## config.mk

```make
export PLATFORM = sky130hd
export DESIGN_NAME = rsyn_calc
export DESIGN_NICKNAME = d
export VERILOG_FILES = /design/src/rtl/rsyn_pkg.sv /design/src/rtl/rsyn_horner_cell.sv /design/src/rtl/rsyn_zero_detect.sv /design/src/rtl/rsyn_calc.sv
export SDC_FILE = /design/constraint.sdc
export NUM_CORES = 1
export LEC_CHECK = 0
export BUFFER_PORTS_ARGS = -buffer_cell sky130_fd_sc_hd__buf_4
export CORE_ASPECT_RATIO = 1.1
export CORE_MARGIN = 5
export CORE_UTILIZATION = 59
export CTS_CLUSTER_SIZE = 25
export DETAILED_ROUTE_END_ITERATION = 12
export GPL_ROUTABILITY_DRIVEN = 0
export PLACE_DENSITY = 0.83
export RECOVER_POWER = 25
export SLEW_MARGIN = 20
export SYNTH_ARGS = -nofsm -noshare
export SYNTH_HDL_FRONTEND = slang
export SYNTH_SLANG_ARGS = --single-unit
export TNS_END_PERCENT = 5
```

## constraint.sdc

```tcl
create_clock -name clk -period 2.45 [get_ports clk]
set_input_delay 0 -clock clk [delete_from_list [all_inputs] [get_ports clk]]
set_output_delay 0 -clock clk [all_outputs]
set_load 0.05 [all_outputs]
```

## src/rtl/rsyn_pkg.sv

```systemverilog
package rsyn_pkg;

    parameter int          SYM_W     = 8;
    parameter int          NUM_SYN   = 6;
    parameter logic [8:0]  PRIM_POLY = 9'h11D;

    typedef logic [SYM_W-1:0] sym_t;

    typedef struct packed {
        logic valid;
        logic first;
        logic last;
        sym_t data;
    } sym_beat_t;

    // Multiply two field elements, reducing modulo PRIM_POLY.
    function automatic sym_t gf_mul(sym_t a, sym_t b);
        sym_t prod;
        sym_t shifted;
        prod    = '0;
        shifted = a;
        for (int k = 0; k < SYM_W; k++) begin
            if (b[k]) prod = prod ^ shifted;
            if (shifted[SYM_W-1])
                shifted = (shifted << 1) ^ PRIM_POLY[SYM_W-1:0];
            else
                shifted = shifted << 1;
        end
        return prod;
    endfunction

    // alpha^e, with alpha = x (0x02).
    function automatic sym_t alpha_pow(int e);
        sym_t r;
        r = sym_t'(1);
        for (int k = 0; k < e; k++) r = gf_mul(r, sym_t'(2));
        return r;
    endfunction

endpackage

```

## src/rtl/rsyn_horner_cell.sv

```systemverilog
module rsyn_horner_cell
    import rsyn_pkg::*;
#(
    parameter int ROOT_EXP = 0
) (
    input  logic      clk,
    input  logic      rst,
    input  sym_beat_t beat,
    output sym_t      acc_next
);
    localparam sym_t ROOT = alpha_pow(ROOT_EXP);

    sym_t acc_q;

    // One Horner step: previous partial value times the root, plus the new symbol.
    always_comb begin
        if (beat.first)
            acc_next = beat.data;
        else
            acc_next = gf_mul(acc_q, ROOT) ^ beat.data;
    end

    always_ff @(posedge clk) begin
        if (rst)
            acc_q <= '0;
        else if (beat.valid)
            acc_q <= acc_next;
    end
endmodule

```

## src/rtl/rsyn_zero_detect.sv

```systemverilog
module rsyn_zero_detect
    import rsyn_pkg::*;
#(
    parameter int LANES = NUM_SYN
) (
    input  sym_t [LANES-1:0] lanes,
    output logic             all_zero
);
    logic [LANES-1:0] lane_nz;

    for (genvar g = 0; g < LANES; g++) begin : g_lane
        assign lane_nz[g] = |lanes[g];
    end

    assign all_zero = ~|lane_nz;
endmodule

```

## src/rtl/rsyn_calc.sv

```systemverilog
module rsyn_calc
    import rsyn_pkg::*;
#(
    parameter int FIRST_ROOT = 0
) (
    input  logic                       clk,
    input  logic                       rst,
    input  logic                       in_valid,
    input  logic                       in_first,
    input  logic                       in_last,
    input  logic [SYM_W-1:0]           in_sym,
    output logic                       syn_valid,
    output logic [NUM_SYN*SYM_W-1:0]   syn_out,
    output logic                       syn_zero
);
    localparam int OUT_W = NUM_SYN * SYM_W;

    sym_beat_t          beat;
    sym_t [NUM_SYN-1:0] lane_next;
    logic               next_zero;
    logic               close_block;

    assign beat        = '{valid: in_valid, first: in_first, last: in_last, data: in_sym};
    assign close_block = beat.valid && beat.last;

    for (genvar g = 0; g < NUM_SYN; g++) begin : g_root
        rsyn_horner_cell #(
            .ROOT_EXP (FIRST_ROOT + g)
        ) i_cell (
            .clk      (clk),
            .rst      (rst),
            .beat     (beat),
            .acc_next (lane_next[g])
        );
    end

    rsyn_zero_detect #(
        .LANES (NUM_SYN)
    ) i_zero (
        .lanes    (lane_next),
        .all_zero (next_zero)
    );

    always_ff @(posedge clk) begin
        if (rst) begin
            syn_valid <= 1'b0;
            syn_out   <= '0;
            syn_zero  <= 1'b0;
        end else begin
            syn_valid <= close_block;
            if (close_block) begin
                syn_out  <= OUT_W'(lane_next);
                syn_zero <= next_zero;
            end
        end
    end
endmodule

```

# --- After elaboration in Yosys (flattened, before gate mapping) ---
# Cells that the tools add are included.
word_totals:
  register_bits: 98
  latchBits: 0
  ramBits: 0
  rom_bits: 0
  memories: 0
op_classes:
  n_addsub: 0
  n_mul: 0
  div: 0
  n_lt_le_gt_ge: 0
  eq_ne: 0
  shift: 0
  mux: 37
  bitwise_logic: 21
  reduce_logical: 3
op_table:
  columns: ["operator", "count"]
  rows:
  - ["8-bit two-way mux", 22]
  - ["5-bit two-way mux", 15]
  - ["4-bit inverter", 15]
  - ["48-bit OR reduction", 1]
  - ["8-bit bitwise XOR", 6]
  - ["1-bit logical AND", 1]
  - ["1-bit zero test", 1]

# --- Logic depth before layout (Yosys ltp) ---
logic_depth:
  word_depth: 19
  mapped_depth: 8
  mapped_depth_nobuf: 6

# --- Modules after synthesis ---
# A second synthesis with hierarchy kept.
hier_totals:
  hier_cells: 592
  hier_area_um2: 5362.6
modules_own_cells:
  columns: ["mod", "instances", "cells_each", "area_per_inst_um2", "seq_area_each_um2"]
  rows:
  - ["rsyn_calc", 1, 227, 2290.9, 1001.0]
  - ["rsyn_horner_cell (g_root[0].i_cell)", 1, 59, 534.3, 160.2]
  - ["rsyn_horner_cell (g_root[5].i_cell)", 1, 65, 531.8, 160.2]
  - ["rsyn_horner_cell (g_root[4].i_cell)", 1, 62, 503.0, 160.2]
  - ["rsyn_horner_cell (g_root[3].i_cell)", 1, 56, 483.0, 160.2]
  - ["rsyn_horner_cell (g_root[2].i_cell)", 1, 52, 474.2, 160.2]
  - ["rsyn_horner_cell (g_root[1].i_cell)", 1, 55, 435.4, 160.2]
  - ["rsyn_zero_detect", 1, 16, 110.1, 0.0]

# --- Worst setup path after synthesis ---
# Ideal clock, no wire load.
synth_timing:
  path_type: "register -> register"
  start: "register g_root[2].i_cell.acc_q[7]"
  end: "register syn_zero"
  setup_time_ns: 0.084
  arrival_ns: 1.640
  t_required_ns: 2.366
  path_slack_ns: 0.726
  stages_incl_launch_ff: 8
  path_buffers: 1
  period_less_slack_ns: 1.724
  cell_sequence: "dfxtp_1 > buf_2 > xor2_1 > mux2i_1 > xor2_1 > and4_1 > nand4_1 > o31ai_2"
synth_via:
  elab_chain_cells: 9
synth_lines:
  columns: ["item", "line_no", "text"]
  rows:
  - ["from (decl)", "rsyn_horner_cell.sv:13", "sym_t acc_q;"]
  - ["from (signal assigned)", "rsyn_horner_cell.sv:27", "acc_q <= acc_next;"]
  - ["5-bit two-way mux (*)", "rsyn_pkg.sv:24", "if (shifted[SYM_W-1])"]
  - ["8-bit two-way mux (*)", "rsyn_horner_cell.sv:17", "if (beat.first)"]
  - ["4-bit inverter (no line)", null, null]
  - ["5-bit two-way mux", "rsyn_pkg.sv:24", null]
  - ["8-bit two-way mux (*)", "rsyn_horner_cell.sv:17", null]
  - ["8-bit bitwise XOR (*)", "rsyn_horner_cell.sv:20", "acc_next = gf_mul(acc_q, ROOT) ^ beat.data;"]
  - ["8-bit two-way mux (*)", "rsyn_horner_cell.sv:17", null]
  - ["48-bit OR reduction (*)", "rsyn_zero_detect.sv:15", "assign all_zero = ~|lane_nz;"]
  - ["1-bit zero test (*)", "rsyn_zero_detect.sv:15", null]
  - ["to (signal assigned)", "rsyn_calc.sv:53", "syn_zero <= next_zero;"]
  - ["to (decl)", "rsyn_calc.sv:14", "output logic syn_zero"]
# Every way passes the cells marked *; elsewhere a longest branch is shown, timed or not. The select of a mux whose other input is x is not followed.
# A chain may end at the register's enable or synchronous reset.

# --- Worst setup path after layout ---
# Ends and elaborated chain as after synthesis.

==> flow_metrics.env <==
export IMPL_period_share_pct=82.5
export IMPL_pwr_share_comb_pct=27.0
export IMPL_switchingPower_w=0.00135
export IMPL_grtUsageTotal_pct=23.6
export IMPL_max_cap_viol_count=0
export IMPL_avgSynthCellArea_um2=8.08
export IMPL_p_leak_nw=1.97
export IMPL_synthesis_nets=666
export IMPL_worst_setup_path_start_kind="flip-flop"
export IMPL_cp_data_arrival_time_ps=2320
export IMPL_post_cts_setup_buffers=0
export IMPL_critPathMostFrequentCell="xor2_1"
export IMPL_dp_slack_ps=558
export IMPL_avgViaCountPerCell=5.97
export IMPL_crit_chain="xor2_1, mux2i_1, xor2_1, and4_1, nand4_1, o31ai_2"
export IMPL_crit_path_max_incr_delay_ps=480
export IMPL_p_int_w=0.00258
export IMPL_grt_pass1_wl_um=20800
export IMPL_core_area_um2=8780
export IMPL_skew_ps=12.5
export IMPL_first_iter_violations=262
export IMPL_vdd_drop_max_mv=0.368
export IMPL_synth_edf_count=0
export IMPL_htreeDepth=3
export IMPL_syn2layout_area_growth_pct=8.61
export IMPL_die_y_um=109
export IMPL_p_sw_share_pct=34.4
export IMPL_antenna_cells=0
export IMPL_rows=36
export IMPL_drive_above_1_share_pct=7.44
export IMPL_drt_wl_total_um=12700
export IMPL_root_buffer="clkbuf_8"
export IMPL_dieArea_um2=10900
export IMPL_seqPwrFrac_pct=46.6
export IMPL_hold_buffers=2
export IMPL_timing_fmax_mhz=495
export IMPL_grt_remaining_overflow=0
export IMPL_synth_area_leaders="dfxtp_1, a211oi_1, xnor2_1"
export IMPL_start_util_pct=60.1
export IMPL_drtAntennaViolNets=0
export IMPL_setup_violations=0
export IMPL_ys_seq_area_share_pct=37.2
export IMPL_fin_crit_ps=2020
export IMPL_synth_top_cell_by_area="dfxtp_1"
export IMPL_hold_path_class="input port to flip-flop"
export IMPL_synthTopCellsByCount="nor2_1, dfxtp_1, a211oi_1"
export IMPL_cp_end_kind="flip-flop"
export IMPL_synthFlopType="dfxtp_1"
export IMPL_fillers=782
export IMPL_yosys_cell_count_top_type="nor2_1"
export IMPL_numPortBuffers=62
export IMPL_setup_ws_ps=428
export IMPL_synth_cells=653
export IMPL_synth_top_area_share_pct=37.2
export IMPL_antenna_found_initial=0
export IMPL_cts_sinks=98
export IMPL_relSlewSlack_pct=57.7
export IMPL_cts_buffer_depth=2
export IMPL_wl_per_cell_um=16.2
export IMPL_crit_fanout=7
export IMPL_clk_pin_slew_worst_paths_ps=90
export IMPL_outcome="complete, no violations"
export IMPL_async_flop_share_pct=0
export IMPL_grt_max_degree=71
export IMPL_drcViolationCount=0
export IMPL_tns_ps=0
export IMPL_slew_violations=0
export IMPL_cts_buffers_inserted=9
export IMPL_synth_seq_cells=98
export IMPL_crit_type="flip-flop to flip-flop"
export IMPL_rsz0062_at_grt="no"
export IMPL_cts_resized_gates=0
export IMPL_synth_area_um2=5280
export IMPL_ys_warn_count=0
export IMPL_clk_latency_ps=370
export IMPL_tightest_slew_ps=635
export IMPL_first_global_vias=4314
export IMPL_powerDensity_nw_per_um2=686
export IMPL_critPathSlowestCell="dfxtp_1"
export IMPL_num_vias=4689
export IMPL_die_w_um=100
export IMPL_ys_types=47
export IMPL_nets=682
export IMPL_crit_required_ps=2740
export IMPL_hold_viol=0
export IMPL_hpwl_um=8640
export IMPL_clkPwrFrac_pct=26.3
export IMPL_io_pins=63
export IMPL_cts_tree="built"
export IMPL_drt_pass1_iterations=5
-- power groups by stage --
stage               registers (W)  clock network (W)  logic (W)
floorplan                 0.00203                  0   0.000664
global placement          0.00186                  0    0.00106
detailed placement        0.00187                  0    0.00108
CTS                       0.00183            0.00105    0.00109
global route              0.00185            0.00112    0.00115
finish                    0.00183            0.00104    0.00106
-- stage by stage --
step	hold slack (ps)	std cells	power (W)	util, %	instance area [um^2]
finish	63.7	786	0.00393	65.3	5730
global route	82.5	786	0.00412	65.3	5730
CTS	46.6	786	0.00398	66.8	5870
detailed placement	348	770	0.00295	64.4	5660
global placement	337	770	0.00292	64.4	5660
floorplan	160	653	0.00269	-	5280
-- final timing paths --
path                                  start          to  slack, ps  cells after the start
hold / removal                          rst   syn_valid         60                      2
hold reg to reg                  syn_out[2]  syn_out[2]        500                      2
setup / recovery  g_root[2].i_cell.acc_q[7]    syn_zero        430                      6
setup reg to reg  g_root[2].i_cell.acc_q[7]    syn_zero        430                      6
-- cell usage in the layout, fill, tap and decap left out, drive strengths merged, types with 3 or more instances in the layout --
cell type	instances
a211oi	88
nand4	6
o21ai	36
dfxtp	98
a31oi	10
clkbuf	47
xor2	8
o211ai	3
inv	4
xnor2	70
nor4	3
nand2	12
or3	9
mux2i	3
and2	9
nor4bb	10
nor2	144
nor2b	29
buf	31
and3	3
a21oi	15
and4	3
-- routing by layer --
metal | vias to the layer above | wire length (um) | track usage (%)
li1 | 2308 | - | -
met1 | 2199 | 5440 | 29.4
met2 | 152 | 6190 | 39.6
met3 | 30 | 702 | 3.65
met4 | 0 | 376 | 11.6
met5 | - | 0 | 0
-- sequential cells by signal (all words and copies together), names as in the netlist --
register and cells:
syn_zero 1, syn_out 48, g_root.i_cell.acc_q 48, syn_valid 1
-- cells by family after synthesis --
kind of cell | count (synthesis) | share of synthesized area [%]
AOI/OAI and AO/OA | 164 | 21.0
muxes | 4 | 0.782
and+or+nand+nor | 239 | 22.1
xor gates and xnor gates | 79 | 13.5
buffers and inverters | 69 | 5.45
DFF | 98 | 37.2
-- critical path: cells and delay by family (launching register included) --
family / cells / cell delay [ps]
multiplexers: 1 / 270
flip-flops: 1 / 480
AO/OA/AOI/OAI: 1 / 250
XOR/XNOR: 2 / 570
AND/OR/NAND/NOR: 2 / 370
-- layout make-up --
cell class	instances	area, um^2	area share [%]
Timing Repair Buffer	70	392	6.83
Clock inverter	4	53.8	0.939
Multi-Input combinational cell	486	3030	52.8
Tap cell	114	143	2.49
Inverter	4	15.0	0.262
Sequential cell	98	1960	34.2
Clock buffer	10	138	2.40
Note: power is estimated with default switching activity, not from simulation.
